**src/rtl/smc_pkg.sv**
```systemverilog
`timescale 1ns/1ps
package smc_pkg;
    typedef enum logic [2:0] {
        OP_NOP     = 3'd0,
        OP_WR_STRM = 3'd1,
        OP_WR_MTX  = 3'd2,
        OP_START   = 3'd3,
        OP_STOP    = 3'd4
    } smc_op_e;
endpackage

```
**src/rtl/smc_len_decode.sv**
```systemverilog
`timescale 1ns/1ps
module smc_len_decode #(
    parameter int LEN_CTL_W  = 3,
    parameter int MAX_LOG    = 4,
    parameter int BASE_BYTES = 16,
    parameter int BYTES_W    = 9
) (
    input  logic [LEN_CTL_W-1:0] len_ctl,
    output logic [BYTES_W-1:0]   bytes
);
    localparam int CODE_MAX = (1 << LEN_CTL_W) - 1;

    logic [LEN_CTL_W-1:0] eff_code;

    generate
        if (CODE_MAX > MAX_LOG) begin : g_clamp
            always_comb begin
                if (len_ctl > LEN_CTL_W'(MAX_LOG)) eff_code = LEN_CTL_W'(MAX_LOG);
                else                               eff_code = len_ctl;
            end
        end else begin : g_pass
            always_comb eff_code = len_ctl;
        end
    endgenerate

    always_comb bytes = BYTES_W'(BASE_BYTES) << eff_code;
endmodule

```
**src/rtl/smc_len_query.sv**
```systemverilog
`timescale 1ns/1ps
module smc_len_query #(
    parameter int BYTES_W = 9,
    parameter int IMM_W   = 6,
    parameter int RES_W   = 64
) (
    input  logic [BYTES_W-1:0]      bytes,
    input  logic signed [IMM_W-1:0] imm,
    output logic [RES_W-1:0]        prod
);
    localparam int PW = BYTES_W + 1 + IMM_W;

    logic signed [PW-1:0] a_ext;
    logic signed [PW-1:0] b_ext;
    logic signed [PW-1:0] p;

    always_comb begin
        a_ext = PW'(signed'({1'b0, bytes}));
        b_ext = PW'(imm);
        p     = a_ext * b_ext;
        prod  = {{(RES_W-PW){p[PW-1]}}, p};
    end
endmodule

```
**src/rtl/stream_mode_ctl.sv**
```systemverilog
`timescale 1ns/1ps
module stream_mode_ctl #(
    parameter int LEN_CTL_W  = 3,
    parameter int MAX_LOG    = 4,
    parameter int BASE_BYTES = 16,
    parameter int IMM_W      = 6,
    parameter int RES_W      = 64,
    localparam int BYTES_W   = $clog2(BASE_BYTES << MAX_LOG) + 1
) (
    input  logic                 clk,
    input  logic                 rst_n,
    input  logic                 cmd_valid,
    input  logic [2:0]           cmd_op,
    input  logic                 cmd_sel_strm,
    input  logic                 cmd_sel_mtx,
    input  logic                 cmd_wdata,
    input  logic [LEN_CTL_W-1:0] len_ctl,
    input  logic                 q_valid,
    input  logic [IMM_W-1:0]     q_imm,
    output logic                 strm_en,
    output logic                 mtx_en,
    output logic                 vreg_clr,
    output logic                 preg_clr,
    output logic                 mtx_clr,
    output logic [BYTES_W-1:0]   svl_bytes,
    output logic                 q_rvalid,
    output logic [RES_W-1:0]     q_result
);
    import smc_pkg::*;

    typedef struct packed {
        logic             strm;
        logic             mtx;
        logic             vclr;
        logic             mclr;
        logic             rvld;
        logic [RES_W-1:0] res;
    } smc_state_t;

    smc_state_t       st_d, st_q;
    logic [RES_W-1:0] prod;
    smc_op_e          op;

    smc_len_decode #(
        .LEN_CTL_W (LEN_CTL_W),
        .MAX_LOG   (MAX_LOG),
        .BASE_BYTES(BASE_BYTES),
        .BYTES_W   (BYTES_W)
    ) u_len_decode (
        .len_ctl(len_ctl),
        .bytes  (svl_bytes)
    );

    smc_len_query #(
        .BYTES_W(BYTES_W),
        .IMM_W  (IMM_W),
        .RES_W  (RES_W)
    ) u_len_query (
        .bytes(svl_bytes),
        .imm  ($signed(q_imm)),
        .prod (prod)
    );

    always_comb begin
        op      = smc_op_e'(cmd_op);
        st_d    = st_q;
        st_d.rvld = q_valid;
        if (q_valid) st_d.res = prod;
        if (cmd_valid) begin
            case (op)
                OP_WR_STRM: st_d.strm = cmd_wdata;
                OP_WR_MTX:  st_d.mtx  = cmd_wdata;
                OP_START: begin
                    if (cmd_sel_strm) st_d.strm = 1'b1;
                    if (cmd_sel_mtx)  st_d.mtx  = 1'b1;
                end
                OP_STOP: begin
                    if (cmd_sel_strm) st_d.strm = 1'b0;
                    if (cmd_sel_mtx)  st_d.mtx  = 1'b0;
                end
                default: ;
            endcase
        end
        st_d.vclr = st_d.strm ^ st_q.strm;
        st_d.mclr = st_d.mtx & ~st_q.mtx;
    end

    always_ff @(posedge clk or negedge rst_n) begin
        if (!rst_n) st_q <= '0;
        else        st_q <= st_d;
    end

    assign strm_en  = st_q.strm;
    assign mtx_en   = st_q.mtx;
    assign vreg_clr = st_q.vclr;
    assign preg_clr = st_q.vclr;
    assign mtx_clr  = st_q.mclr;
    assign q_rvalid = st_q.rvld;
    assign q_result = st_q.res;
endmodule

```
**config.mk**
```make
export PLATFORM = sky130hd
export DESIGN_NAME = stream_mode_ctl
export DESIGN_NICKNAME = d
export VERILOG_FILES = /design/src/rtl/smc_pkg.sv /design/src/rtl/smc_len_decode.sv /design/src/rtl/smc_len_query.sv /design/src/rtl/stream_mode_ctl.sv
export SDC_FILE = /design/constraint.sdc
export NUM_CORES = 1
export LEC_CHECK = 0
export BUFFER_PORTS_ARGS = -buffer_cell sky130_fd_sc_hd__clkbuf_2
export CORE_UTILIZATION = 44
export CTS_CLUSTER_SIZE = 14
export DETAILED_ROUTE_END_ITERATION = 8
export GPL_ROUTABILITY_DRIVEN = 0
export GPL_TIMING_DRIVEN = 0
export PLACE_DENSITY_LB_ADDON = 0.08
export SLEW_MARGIN = 20
export SYNTH_ARGS = -nofsm -noshare
export SYNTH_HDL_FRONTEND = slang
export SYNTH_HIERARCHICAL = 1
export SYNTH_SLANG_ARGS = --single-unit
export TNS_END_PERCENT = 1
```
**constraint.sdc**
```tcl
create_clock -name clk -period 3.4 [get_ports clk]
set_input_delay 0.68 -clock clk [delete_from_list [all_inputs] [get_ports clk]]
set_output_delay 0.68 -clock clk [all_outputs]
set_load 0.1 [all_outputs]
```
==> results.json <==
{
  "p_leak_nw": 3.43,
  "path_class": "input port to register",
  "slew_headroom_pct": 62.5,
  "multi_input_area_sq_um": 3050,
  "p_per_area_nw_per_um2": 653,
  "die_h_um": 107,
  "antenna_found_initial": 0,
  "nNetsFinal": 640,
  "synth_cell_types": 45,
  "worst_path_most_repeated_cell": "fa_1",
  "failed_checks": "setup timing",
  "synth.most_common_cell": "dfrtp_1",
  "vias": 3368,
  "netlist_area_sq_um": 4870,
  "post_drt_wl_per_cell_um": 14.6,
  "fill_cells": 874,
  "fmax_mhz": 223,
  "gr-total-overflow": 0,
  "synth-simple-area-share_pct": 10.0,
  "synth.area.top_cells": "dfrtp_1, mux2_2, fa_1, ha_1, buf_4",
  "track_usage_pct": 19.8,
  "min_path_type": "input port to asynchronous set/reset pin",
  "h-tree-depth": 3,
  "dpl-instance-area_sq_um": 5660,
  "clkLatencyLatePin_ns": 0.34,
  "grt_pass1_vias": 3686,
  "grt_max_degree": 47,
  "rsz0062_at_grt": "true",
  "detail-route-antenna-nets": 0,
  "worst_pin_slew_ns": 0.565,
  "num_antenna_cells": 0,
  "regArea_sq_um": 1730,
  "required_ns": 3.64,
  "ioPinCount": 98,
  "route.detailed.drc": 0,
  "slew_viol_final": 0,
  "syn_area_per_cell_sq_um": 11.6,
  "maxCapViolations": 0,
  "cts_hold_buf": 0,
  "ys_seq_area_share_pct": 35.4,
  "synth_commonest_cells": "dfrtp_1, mux2_2, buf_4",
  "ys_ff_latch": 69,
  "layout-area-overhead-vs-synth_pct": 39.9,
  "port_buffers": 93,
  "synth_edf_count": 0,
  "first_pass_iters": 4,
  "post-dp-hpwl_mm": 6.95,
  "synthCells": 421,
  "cpPeakStageDelay_ns": 0.54,
  "final_layout_size_suffix_gt1_share_pct": 55.2,
  "core_area_sq_um": 10800,
  "cts_buffers": 9,
  "end_kind": "register",
  "path_clk_slew_ns": 0.08,
  "tritoncts": "done",
  "synth_top_area_share_pct": 35.4,
  "drtIter0Drc": 97,
  "drt_wl_total_mm": 10.2,
  "startpoint_type": "input port",
  "drt-vias-per-instance": 4.81,
  "clk_path_buf_depth": 2,
  "fin_area_sq_um": 6810,
  "irDropWorstVdd_mv": 0.442,
  "path_cells": "clkbuf_16, nor3b_4, buf_6, nand2b_4, fa_1, inv_1, fa_1, fa_1, ha_4, ha_4, a21o_4, a31oi_4, o21ai_4, xnor2_4, clkbuf_16, buf_16, buf_4, mux2_4",
  "fin_crit_sh_pct": 132,
  "synthFlopType": "dfrtp_1",
  "fin_crit_ns": 4.49,
  "start_util_pct": 45.1,
  "synth_top_family_by_area": "adder cells",
  "setup_violations": 59,
  "dieArea_sq_um": 11500,
  "synth-compound-area-share_pct": 4.37,
  "grt_pass1_wl_mm": 17.9,
  "cts-root-buf": "clkbuf_8",
  "numClockSinks": 69,
  "status": "finished, violations left",
  "setup_ws_ns": -1.09,
  "synthArstFlopShare_pct": 100,
  "yosys_warnings": 6,
  "tns_ns": -55.09,
  "worstRegToRegCells": 4,
  "die_w_um": 107,
  "cpMaxStageDelayCell": "fa_1",
  "synthXorXnorAreaFrac_pct": 1.98,
  "fp-row-count": 38,
  "arrival_ns": 4.72,
  "synthMuxAreaShare_pct": 14.8,
  "crit_fanout": 7,
  "hold_viol": 0,
  "yosys.area.top_type": "dfrtp_1",
  "synthAdderAreaFrac_pct": 21.4,
  "final.setup_skew_ns": 0.00238
}
what timing repair did:
item / in CTS / in global routing
setup endpoints to repair: 59 / 59
cloned: 5 / 0
pin swaps: 39 / 10
resized for setup: 146 / 11
endpoints found under the hold margin: 0 / 0
buffers inserted: 18 / 1
cells in the final DEF, fill, tap and decap left out, types with 4 or more instances in the layout:
| master | netlist | routed |
|---|---|---|
| and2_1 | 32 | 31 |
| nor2_1 | 8 | 6 |
| clkbuf_8 | 0 | 10 |
| mux2_2 | 64 | 18 |
| ha_4 | 0 | 12 |
| clkbuf_2 | 0 | 88 |
| nand2_1 | 17 | 16 |
| ha_1 | 37 | 24 |
| buf_2 | 7 | 8 |
| buf_4 | 53 | 21 |
| buf_16 | 0 | 7 |
| mux2_4 | 0 | 46 |
| fa_1 | 29 | 28 |
| xnor2_1 | 8 | 7 |
| conb_1 | 1 | 4 |
| nand2b_1 | 7 | 5 |
| inv_2 | 0 | 6 |
| dfrtp_1 | 69 | 69 |
| buf_6 | 0 | 49 |
| inv_1 | 38 | 32 |
logic make-up after synthesis:
group	after synthesis
xor+xnor	11
other cells	1
fa+ha+maj	66
mux	64
buf+inv	99
flops	69
simple gates	84
compound gates	27
stage by stage:
| step | hold slack [ns] | worst slack, ns | std cells | total power, W | utilization (%) |
|---|---|---|---|---|---|
| after floorplan | 0.384 | -2.43 | 424 | 0.00301 | - |
| after global placement | 0.490 | -2.55 | 657 | 0.00336 | 51.7 |
| after detailed placement | 0.491 | -2.14 | 660 | 0.00340 | 52.4 |
| after CTS | 0.256 | -1.07 | 699 | 0.00444 | 62.7 |
| after global routing | 0.266 | -1.17 | 700 | 0.00467 | 63.1 |
| final | 0.259 | -1.09 | 700 | 0.00445 | 63.1 |
per-layer routing:
layer | wire length [um] | GRT usage [%]
met3 | 474 | 4.98
met4 | 167 | 6.65
met5 | 0 | 0
met2 | 5030 | 32.9
met1 | 4570 | 25.0
power breakdown:
part,internal (W),switching [W]
combinational,0.000836,0.00186
clock,0.000356,0.000312
sequential,0.000986,0.0000944
registers in the layout, summed over array words and instances (netlist names):
register and cells:
q_rvalid 1, mtx_clr 1, mtx_en 1, preg_clr 1, q_result 64, strm_en 1
layout make-up:
type | instances | area share (%)
multi-input combinational | 256 | 44.8
buffer | 61 | 8.72
sequential | 69 | 25.3
tap | 140 | 2.57
inverter | 38 | 2.09
timing repair buffer | 120 | 13.5
clock buffer | 10 | 2.02
clock inverter | 6 | 0.918
critical path: cells and delay by family:
family	cells	cell delay (ns)
fa+ha+maj	5	1.99
buf+inv	6	0.80
compound gates	3	0.51
simple gates	2	0.28
mux	1	0.25
xor+xnor	1	0.17
worst paths after layout:
path                             from            to  slack, ns
max in group asynchronous       rst_n       strm_en       2.58
setup reg to reg              strm_en      preg_clr       2.11
hold reg to reg                mtx_en       mtx_clr       0.51
setup / recovery           len_ctl[0]  q_result[44]      -1.09
min in group clk              q_valid      q_rvalid       0.46
hold / removal                  rst_n   q_result[1]       0.26
Note: power is estimated with default switching activity, not from simulation.
